**src/rtl/regwin_pkg.sv**
```systemverilog
package regwin_pkg;
  typedef enum logic [1:0] {ACC_NONE, ACC_SEL, ACC_WIN, ACC_OTHER} acc_t;
  localparam int ENT_W      = 64;
  localparam int B_REMOTE   = 14;
  localparam int B_TRIG     = 15;
  localparam int B_MASK     = 16;
  localparam logic [7:0] OFF_SEL  = 8'h00;
  localparam logic [7:0] OFF_WIN  = 8'h10;
  localparam logic [7:0] SEL_ID   = 8'h00;
  localparam logic [7:0] SEL_VER  = 8'h01;
  localparam logic [7:0] SEL_ARB  = 8'h02;
  localparam logic [7:0] SEL_TBL  = 8'h10;
endpackage

```
**src/rtl/regwin_decode.sv**
```systemverilog
module regwin_decode
  import regwin_pkg::*;
#(
  parameter int ADDR_W = 32,
  parameter logic [ADDR_W-1:0] BASE = '0
) (
  input  logic [ADDR_W-1:0] addr,
  input  logic [3:0]        size,
  output logic              in_rng,
  output logic              size_ok,
  output acc_t              kind
);
  assign in_rng  = (addr[ADDR_W-1:8] == BASE[ADDR_W-1:8]);
  assign size_ok = (size == 4'd4) || (size == 4'd8);

  always_comb begin
    if (!in_rng)                 kind = ACC_NONE;
    else if (addr[7:0] == OFF_SEL) kind = ACC_SEL;
    else if (addr[7:0] == OFF_WIN) kind = ACC_WIN;
    else                         kind = ACC_OTHER;
  end
endmodule

```
**src/rtl/regwin_entry.sv**
```systemverilog
module regwin_entry
  import regwin_pkg::*;
(
  input  logic             clk,
  input  logic             rst,
  input  logic             wr_lo,
  input  logic             wr_hi,
  input  logic [31:0]      wd,
  input  logic             rp_set,
  output logic [ENT_W-1:0] q
);
  localparam logic [ENT_W-1:0] RST_VAL = ENT_W'(1) << B_MASK;

  always_ff @(posedge clk) begin
    if (rst) begin
      q <= RST_VAL;
    end else begin
      if (wr_lo) begin
        q[31:0]     <= wd;
        q[B_REMOTE] <= 1'b0;
      end else if (rp_set) begin
        q[B_REMOTE] <= 1'b1;
      end
      if (wr_hi) q[63:32] <= wd;
    end
  end
endmodule

```
**src/rtl/regwin_events.sv**
```systemverilog
module regwin_events #(
  parameter int PIN_W = 5
) (
  input  logic             clk,
  input  logic             rst,
  input  logic             tw,
  input  logic             hi,
  input  logic [PIN_W-1:0] pidx,
  input  logic             old_mask,
  input  logic             old_trig,
  input  logic             wd_mask,
  input  logic             wd_trig,
  input  logic             req,
  output logic             mchg_vld,
  output logic [PIN_W-1:0] mchg_pin,
  output logic             mchg_val,
  output logic             svc_vld,
  output logic [PIN_W-1:0] svc_pin
);
  logic new_mask, new_trig;
  assign new_mask = hi ? old_mask : wd_mask;
  assign new_trig = hi ? old_trig : wd_trig;

  always_ff @(posedge clk) begin
    if (rst) begin
      mchg_vld <= 1'b0;
      mchg_pin <= '0;
      mchg_val <= 1'b0;
      svc_vld  <= 1'b0;
      svc_pin  <= '0;
    end else begin
      mchg_vld <= tw && (new_mask != old_mask);
      svc_vld  <= tw && new_trig && req;
      if (tw) begin
        mchg_pin <= pidx;
        mchg_val <= new_mask;
        svc_pin  <= pidx;
      end
    end
  end
endmodule

```
**src/rtl/irq_regwin.sv**
```systemverilog
module irq_regwin
  import regwin_pkg::*;
#(
  parameter int NPINS  = 24,
  parameter int ADDR_W = 32,
  parameter logic [ADDR_W-1:0] BASE = 32'hFEC0_0000,
  parameter logic [7:0] VERSION = 8'h11,
  parameter int PIN_W  = $clog2(NPINS)
) (
  input  logic                   clk,
  input  logic                   rst,
  input  logic                   wr_en,
  input  logic                   rd_en,
  input  logic [ADDR_W-1:0]      addr,
  input  logic [3:0]             size,
  input  logic [63:0]            wdata,
  output logic [31:0]            rdata,
  output logic                   rd_valid,
  input  logic [NPINS-1:0]       pin_req,
  input  logic [NPINS-1:0]       rp_set,
  output logic [NPINS*ENT_W-1:0] ent_table,
  output logic [NPINS-1:0]       ent_mask,
  output logic                   mchg_vld,
  output logic [PIN_W-1:0]       mchg_pin,
  output logic                   mchg_val,
  output logic                   svc_vld,
  output logic [PIN_W-1:0]       svc_pin
);
  localparam int SEL_W = 8;
  localparam logic [7:0] MAXPIN = 8'(NPINS - 1);

  logic       in_rng, size_ok;
  acc_t       kind;
  logic       do_wr, do_rd, win_wr, tbl_wr;
  logic [SEL_W-1:0] sel_q, idx;
  logic       hi, idx_ok;
  logic [PIN_W-1:0] pidx;
  logic [3:0] id_q;
  logic [ENT_W-1:0] ent_arr [NPINS];
  logic [ENT_W-1:0] ent_cur;
  logic [31:0] rd_mux;
  logic unused_wdata_hi;

  assign unused_wdata_hi = ^wdata[63:32];

  regwin_decode #(.ADDR_W(ADDR_W), .BASE(BASE)) u_dec (
    .addr(addr), .size(size), .in_rng(in_rng), .size_ok(size_ok), .kind(kind)
  );

  assign do_wr  = wr_en && in_rng && size_ok;
  assign do_rd  = rd_en && in_rng;
  assign win_wr = do_wr && (kind == ACC_WIN);

  assign idx    = (sel_q - SEL_TBL) >> 1;
  assign hi     = sel_q[0];
  assign idx_ok = (sel_q >= SEL_TBL) && (idx < SEL_W'(NPINS));
  assign pidx   = idx_ok ? idx[PIN_W-1:0] : '0;
  assign tbl_wr = win_wr && idx_ok;
  assign ent_cur = ent_arr[pidx];

  always_ff @(posedge clk) begin
    if (rst) begin
      sel_q <= '0;
      id_q  <= '0;
    end else begin
      if (do_wr && kind == ACC_SEL) sel_q <= wdata[SEL_W-1:0];
      if (win_wr && sel_q == SEL_ID) id_q <= wdata[27:24];
    end
  end

  for (genvar i = 0; i < NPINS; i++) begin : g_ent
    regwin_entry u_ent (
      .clk(clk), .rst(rst),
      .wr_lo(tbl_wr && !hi && (pidx == PIN_W'(i))),
      .wr_hi(tbl_wr &&  hi && (pidx == PIN_W'(i))),
      .wd(wdata[31:0]),
      .rp_set(rp_set[i]),
      .q(ent_arr[i])
    );
    assign ent_table[i*ENT_W +: ENT_W] = ent_arr[i];
    assign ent_mask[i] = ent_arr[i][B_MASK];
  end

  regwin_events #(.PIN_W(PIN_W)) u_evt (
    .clk(clk), .rst(rst), .tw(tbl_wr), .hi(hi), .pidx(pidx),
    .old_mask(ent_cur[B_MASK]), .old_trig(ent_cur[B_TRIG]),
    .wd_mask(wdata[B_MASK]), .wd_trig(wdata[B_TRIG]),
    .req(pin_req[pidx]),
    .mchg_vld(mchg_vld), .mchg_pin(mchg_pin), .mchg_val(mchg_val),
    .svc_vld(svc_vld), .svc_pin(svc_pin)
  );

  always_comb begin
    rd_mux = '0;
    if (kind == ACC_SEL) begin
      rd_mux = {{(32-SEL_W){1'b0}}, sel_q};
    end else if (kind == ACC_WIN) begin
      if (sel_q == SEL_ID || sel_q == SEL_ARB) rd_mux = {4'h0, id_q, 24'h0};
      else if (sel_q == SEL_VER)               rd_mux = {8'h0, MAXPIN, 8'h0, VERSION};
      else if (idx_ok)                         rd_mux = hi ? ent_cur[63:32] : ent_cur[31:0];
    end
  end

  always_ff @(posedge clk) begin
    if (rst) begin
      rdata    <= '0;
      rd_valid <= 1'b0;
    end else begin
      rd_valid <= do_rd;
      if (do_rd) rdata <= rd_mux;
    end
  end
endmodule

```
**config.mk**
```make
export PLATFORM = sky130hd
export DESIGN_NAME = irq_regwin
export DESIGN_NICKNAME = d
export VERILOG_FILES = /design/src/rtl/regwin_pkg.sv /design/src/rtl/regwin_decode.sv /design/src/rtl/regwin_entry.sv /design/src/rtl/regwin_events.sv /design/src/rtl/irq_regwin.sv
export SDC_FILE = /design/constraint.sdc
export NUM_CORES = 2
export LEC_CHECK = 0
export BUFFER_PORTS_ARGS = -buffer_cell sky130_fd_sc_hd__buf_4
export CELL_PAD_IN_SITES_DETAIL_PLACEMENT = 0
export CELL_PAD_IN_SITES_GLOBAL_PLACEMENT = 1
export CORE_AREA = 8 8 671 673
export DETAILED_ROUTE_END_ITERATION = 8
export DIE_AREA = 0 0 679 681
export GPL_ROUTABILITY_DRIVEN = 0
export HOLD_SLACK_MARGIN = 0.15
export PLACE_DENSITY_LB_ADDON = 0.08
export SLEW_MARGIN = 20
export SYNTH_ARGS = -nofsm -noshare
export SYNTH_HDL_FRONTEND = slang
export SYNTH_SLANG_ARGS = --single-unit
export TNS_END_PERCENT = 100
```
**constraint.sdc**
```tcl
create_clock -name clk -period 3.7 [get_ports clk]
set_input_delay 0 -clock clk [delete_from_list [all_inputs] [get_ports clk]]
set_output_delay 0 -clock clk [all_outputs]
set_load 0.02 [all_outputs]
```
== After elaboration in Yosys (flattened, before gate mapping) ==
Index checks and enable logic that the tools add are counted.

* Register bits: 1589
* Logic and storage cells: 226
* Output and inout port bits: 1606

* Bitwise operators: 1
* $add $sub $neg: 1
* Reductions and logical operators: 91
* Magnitude comparators: 4
* Mux-type cells: 17
* Equal/unequal tests: 32

{| class="wikitable"
|+ Operators by type and width
! operator !! number
|-
| binary-select mux 64 bit (select 5 bit) || 1
|-
| 2-to-1 mux 32 bit || 6
|-
| 2-to-1 mux 64 bit || 2
|-
| logical AND 1 bit || 61
|-
| OR reduction 2 bit || 24
|-
| equality test 5 x 4 -> 1 bit, second input constant || 8
|-
| equality test 5 bit, second input constant || 8
|-
| equality test 24 bit, second input constant || 1
|-
| equality test 5 x 3 -> 1 bit, second input constant || 4
|-
| logical NOT 8 bit || 2
|-
| equality test 5 x 2 -> 1 bit, second input constant || 2
|-
| equality test 8 x 1 -> 1 bit, second input constant || 1
|-
| equality test 8 x 2 -> 1 bit, second input constant || 1
|-
| equality test 8 x 5 -> 1 bit, second input constant || 1
|-
| greater-or-equal comparator 8 x 5 -> 1 bit, second input constant || 1
|-
| subtractor 8 x 5 -> 8 bit, second input constant || 1
|-
| less-than comparator 7 x 5 -> 1 bit, second input constant || 1
|-
| greater-or-equal comparator 6 bit, second input constant || 1
|-
| less-than comparator 5 x 6 -> 1 bit, second input constant || 1
|-
| NOT 5 -> 6 bit || 1
|-
| binary-select mux 1 bit (select 5 bit) || 1
|-
| equality test 5 x 1 -> 1 bit, second input constant || 1
|-
| logical NOT 5 bit || 1
|-
| 2-to-1 mux 5 bit || 1
|-
| 9 further kinds || 14
|}

== Logic depth before layout (Yosys ltp) ==
* Depth in word-level cells: 14
* Mapped depth: 16
* Gate-level depth less buffers: 10

== By module ==
From an unflattened synthesis, not the netlist that was laid out.

* Cell total of the unflattened synthesis: 7375
* Area, all modules: 71902.7 um^2

{| class="wikitable"
|+ Modules (own cells, without submodules)
! module !! area an instance (um^2) !! cells each !! times used
|-
| regwin_entry || 2332.2 || 207 || 24
|-
| irq_regwin || 15468.6 || 2359 || 1
|-
| regwin_events || 340.3 || 32 || 1
|-
| regwin_decode || 120.1 || 16 || 1
|}

== Worst setup path after synthesis ==
Ideal clock, no wire load.

* Kind: register to register
* Start point: register sel_q[4]
* End point: register g_ent[22].u_ent.q[30]
* Arrival: 3.208 ns
* Slack: 0.359 ns
* Cell stages (with the launch flop): 15
* Path buffers: 4
* Clock period less this slack: 3.341 ns
* Data required time: 3.568 ns
* Library setup time: 0.132 ns
* Cell sequence: dfxtp_1 clkbuf_1 inv_1 ha_1 or4b_1 buf_4 nor2_4 a21oi_2 buf_2 or4_1 nor3_1 nand2_1 buf_2 nand2_1 a21oi_1

* Cells in the longest elaborated chain, start to end: 6
* Elaborated cells between the ends (all ways): 9

{| class="wikitable"
|+ RTL lines
! item !! RTL line !! source
|-
| start: declaration || irq_regwin.sv:35 || <nowiki>logic [SEL_W-1:0] sel_q, idx;</nowiki>
|-
| start signal: assignment || irq_regwin.sv:66 || <nowiki>if (do_wr && kind == ACC_SEL) sel_q <= wdata[SEL_W-1:0];</nowiki>
|-
| subtractor 8 x 5 -> 8 bit || irq_regwin.sv:54 || <nowiki>assign idx = (sel_q - SEL_TBL) >> 1;</nowiki>
|-
| less-than comparator 7 x 5 -> 1 bit || irq_regwin.sv:56 || <nowiki>assign idx_ok = (sel_q >= SEL_TBL) && (idx < SEL_W'(NPINS));</nowiki>
|-
| logical AND 1 bit || irq_regwin.sv:56 ||
|-
| 2-to-1 mux 5 bit / logical AND 1 bit (equally long branches) || irq_regwin.sv:57, irq_regwin.sv:58 ||
|-
| equality test 5 bit / logical AND 1 bit (equally long branches) || irq_regwin.sv:74 || <nowiki>.wr_lo(tbl_wr && !hi && (pidx == PIN_W'(i))),</nowiki>
|-
| logical AND 1 bit * || irq_regwin.sv:74 ||
|-
| end signal: assignment || regwin_entry.sv:19 || <nowiki>q[31:0] <= wd;</nowiki>
|-
| end: declaration || regwin_entry.sv:10 || <nowiki>output logic [ENT_W-1:0] q</nowiki>
|}

Mark *: on every way between the ends. The rest lies on a longest branch, timed or not.
A chain may end at the register's enable or synchronous reset.

== Worst setup path after layout ==
* Start point: input port addr[3]
* End point: register rdata[21]

* Cells in the longest elaborated chain, start to end: 7
* Elaborated cells between the ends (all ways): 9

{| class="wikitable"
|+ RTL lines
! item !! RTL line !! source
|-
| start: declaration || irq_regwin.sv:14 || <nowiki>input logic [ADDR_W-1:0] addr,</nowiki>
|-
| equality test 8 x 5 -> 1 bit || regwin_decode.sv:19 || <nowiki>else if (addr[7:0] == OFF_WIN) kind = ACC_WIN;</nowiki>
|-
| 2-to-1 mux 1 bit || regwin_decode.sv:19 ||
|-
| 2-to-1 mux 2 bit * || regwin_decode.sv:18 || <nowiki>else if (addr[7:0] == OFF_SEL) kind = ACC_SEL;</nowiki>
|-
| 2-to-1 mux 2 bit * || regwin_decode.sv:17 || <nowiki>if (!in_rng) kind = ACC_NONE;</nowiki>
|-
| equality test 2 bit || irq_regwin.sv:97 || <nowiki>end else if (kind == ACC_WIN) begin</nowiki>
|-
| 2-to-1 mux 32 bit || irq_regwin.sv:97 ||
|-
| 2-to-1 mux 32 bit * || irq_regwin.sv:95 || <nowiki>if (kind == ACC_SEL) begin</nowiki>
|-
| end signal: assignment || irq_regwin.sv:110 || <nowiki>if (do_rd) rdata <= rd_mux;</nowiki>
|-
| end: declaration || irq_regwin.sv:17 || <nowiki>output logic [31:0] rdata,</nowiki>
|}

Marked as above.

==> results.rst <==
.. list-table::
   :header-rows: 1

   * - Metric
     - Value
   * - Status
     - finished, violations left
   * - Violations in the final reports
     - negative setup slack
   * - Routed Wire Length
     - 771.4 mm
   * - Normalized max-slew margin
     - 0.1442
   * - Number of endpoints failing setup at the final stage
     - 10
   * - Launching element type of the critical path
     - input port
   * - Routed length per instance
     - 44.80 um
   * - Hold violation count in the final report
     - 0
   * - Chip Width
     - 679 um
   * - Hold slack final
     - 0.1957 ns
   * - Final setup slack of the worst path
     - -0.1302 ns
   * - Critical path fanouts, max
     - 4
   * - Max H-tree Level
     - 4
   * - Detailed placement HPWL
     - 574.0 mm
   * - Initial cell density of the core
     - 0.1560
   * - Total power density per cell area
     - 398.0 mW/mm^2
   * - Worst-case clock skew
     - 0.07134 ns
   * - Drt pass-1 iters
     - 6
   * - Share of post-route cells with drive strength above 1
     - 0.2879
   * - Met1 routed wirelength after detailed routing
     - 302.7 mm
   * - Final antenna-violating net count
     - 0
   * - Total DRC errors in the routed layout
     - 0
   * - Area share of the leading cell type in the synthesized netlist
     - 0.4639
   * - Boundary Pins
     - 1758
   * - Number of nets in the layout
     - 11378
   * - Vert. Die Dim
     - 681 um
   * - Post-synthesis average cell area
     - 7.439 um^2
   * - Count of state elements after synthesis
     - 1589
   * - Total die area
     - 0.4624 mm^2
   * - Endpoint required time on the critical path
     - 4.60 ns
   * - Leftover overflow at the end of global routing
     - 0
   * - Final worst-path cycle share
     - 1.035
   * - Core Util, Final
     - 0.2387
   * - Measured slew at the worst slew-check pin
     - 1.284 ns
   * - Post-Synthesis Cells
     - 9217
   * - Uppermost layer routed
     - met5
   * - Portion of the post-synthesis area used by sequential elements
     - 0.4639
   * - Number of warnings reported in the yosys synthesis log
     - 0
   * - Most used DFF post-synth
     - dfxtp_1
   * - Detailed router's first-iteration violation count
     - 9367
   * - CTS Root Buffer Type
     - clkbuf_16
   * - Placed Cells
     - 16585
   * - Most frequent cells after synthesis
     - nand2_1 (3154), a21oi_1 (1710), dfxtp_1 (1589), clkbuf_1 (720), o22ai_1 (302)
   * - Initial antenna violation count
     - 95
   * - Non-filler instance count after layout
     - 17218
   * - Arrival time at the worst endpoint
     - 4.73 ns
   * - Count of fill cells added during filler insertion
     - 48161
   * - Input/output buffers
     - 1725
   * - CTS Buf Count
     - 221
   * - Pleak
     - 38.26 nW
   * - Unique cell type count in the Yosys netlist
     - 86
   * - Final max-slew violation count
     - 0
   * - Clock-pin transition on the worst setup and hold timing paths
     - 0.06 ns
   * - Max rail drop VDD
     - 0.3658 mV
   * - Area contributors post-synth
     - dfxtp_1 (46%), nand2_1 (17%), a21oi_1 (12%), clkbuf_1 (3.9%), o22ai_1 (2.8%)
   * - Final total power
     - 41.77 mW
   * - Largest area contributor in the netlist
     - dfxtp_1
   * - Global-route usage over all layers
     - 0.3147
   * - Global-route wire length before repair
     - 954.5 mm
   * - Number of sinks on the clock net
     - 1589
   * - Layout overhead on the synthesized area
     - 53.07%
   * - Fraction of synthesis flops using an asynchronous set or reset pin
     - 0
   * - Critical Path End Type
     - flop
   * - Bufs on Longest Clock Path
     - 4
   * - Routed met3 length
     - 56.28 mm
   * - Worst hold path type
     - input port to flop
   * - Clock tree from TritonCTS
     - yes
   * - Detailed-route vias per instance
     - 4.871
   * - Via count
     - 83876
   * - Max-capacitance violation count
     - 0
   * - Crit path kind
     - input port to flop
   * - Net count after synthesis
     - 9371
   * - Row cnt
     - 244
   * - Clock period minus final worst setup slack
     - 3.830 ns
   * - Unrepaired setup endpoints after global routing
     - yes
   * - Largest net degree at the start of global routing
     - 198
   * - Max Clk Rate
     - 261.1 MHz
   * - Leading cell type by number of instances after synthesis
     - nand2_1
   * - Post-synth EDFFs
     - 0
   * - Vias in the first global route
     - 79109
   * - Synthesized area
     - 0.06857 mm^2
   * - Skew-Pair Late Insertion Delay
     - 1.00 ns
   * - Area of the core
     - 0.4396 mm^2
   * - Length of routed met2 wiring
     - 362.0 mm
where the power goes:
part	total [mW]	switching [mW]	internal (mW)
Sequential	17.1	0.0247	17.1
Clock	22.9	9.73	13.2
Combinational	1.73	1.39	0.344
layer usage:
metal,vias up,global-route usage
met5,-,0
met1,43007,0.3736
met3,934,0.07280
met4,26,0.1669
li1,35548,-
met2,4361,0.5272
metrics by stage:
stage,setup slack (ns),cell area [um^2],setup TNS [ns]
after floorplan,0.3594,68570,0
after global placement,-1.326,94450,-137.31
after detailed placement,-0.5838,94530,-91.28
after CTS,-0.1753,104200,-0.2087
after global routing,-0.03877,104900,-0.1534
final,-0.1302,105000,-0.4523
final cells by class:
cell class	count	area (um^2)	share of cell area
Clock buffer	342	6718	0.06401
Tap cell	5781	7233	0.06892
Sequential cell	1589	31830	0.3033
Timing Repair Buffer	2737	24070	0.2293
Inverter	22	92.59	0.0008822
Antenna cell	29	72.57	0.0006914
Clock inverter	65	753.2	0.007177
Multi-Input combinational cell	6653	34190	0.3258
critical path: stages:
cell and delay [ns]:
dlygate4sd3_1 0.54, buf_4 0.14, nor3_1 0.42, and3_1 0.53, dlygate4sd3_1 0.78, nand3_1 0.16, buf_4 0.20, nor2_1 0.53
nand2_1 0.38, a2111oi_1 0.73, a31oi_1 0.19, o21ai_0 0.11
what timing repair did:
action	in CTS	in global routing
pin swaps	13	30
buffers inserted	20	26
hold buffers	144	1
cloned	5	4
gates resized for setup	77	70
setup endpoints to repair	652	234
endpoints found under the hold margin	1581	1
placed cells by master, fill, tap and decap left out, types with 29 or more instances in the layout:
cell           count
nor2_1           244
nor3_1            56
clkbuf_8          69
o21ai_1           52
dfxtp_1         1583
buf_12           214
nand4_1           35
a221oi_1          41
nand3_1           34
o21ai_0          154
o22ai_1          287
mux2_2            44
clkbuf_1          50
clkbuf_16        229
dlygate4sd3_1    142
nand2_1         3134
a21oi_1         1689
o221ai_1          60
o211ai_1          41
buf_4           2346
clkinv_2          41
mux2i_1          175
diode_2           29
cell families (layout without fill, tap and decap cells):
family	count (synthesis)	count (layout)	synth area share
adder cells (fa/ha/maj)	2	2	0.0003649
AND/OR/NAND/NOR	3771	3771	0.2188
AO/OA/AOI/OAI	2632	2632	0.2170
flip-flops	1589	1589	0.4639
other	0	29	0
XOR/XNOR	1	1	0.0001278
buffers and inverters	975	3166	0.05785
multiplexers	247	247	0.04197
flip-flops by register name, indices dropped and copies added, names as in the netlist:
name,flops
rdata,32
sel_q,8
u_evt.mchg_val,1
id_q,4
g_ent.u_ent.q,1536
u_evt.svc_vld,1
u_evt.mchg_pin,5
rd_valid,1
u_evt.mchg_vld,1
path summary, 6_finish.rpt:
kind / from / end / slack, ns / cells past startpoint
setup reg to reg: sel_q[5]$_SDFFE_PP0P_ / rdata[9]$_SDFFE_PP0P_ / -0.09 / 16
setup / recovery: addr[3] / rdata[21]$_SDFFE_PP0P_ / -0.13 / 12
hold reg to reg: g_ent[15].u_ent.q[17]$_SDFFE_PP0P_ / g_ent[15].u_ent.q[17]$_SDFFE_PP0P_ / 0.47 / 2
hold / removal: wdata[10] / g_ent[17].u_ent.q[42]$_SDFFE_PP0P_ / 0.20 / 4
Power figures use the tool's default switching activity.
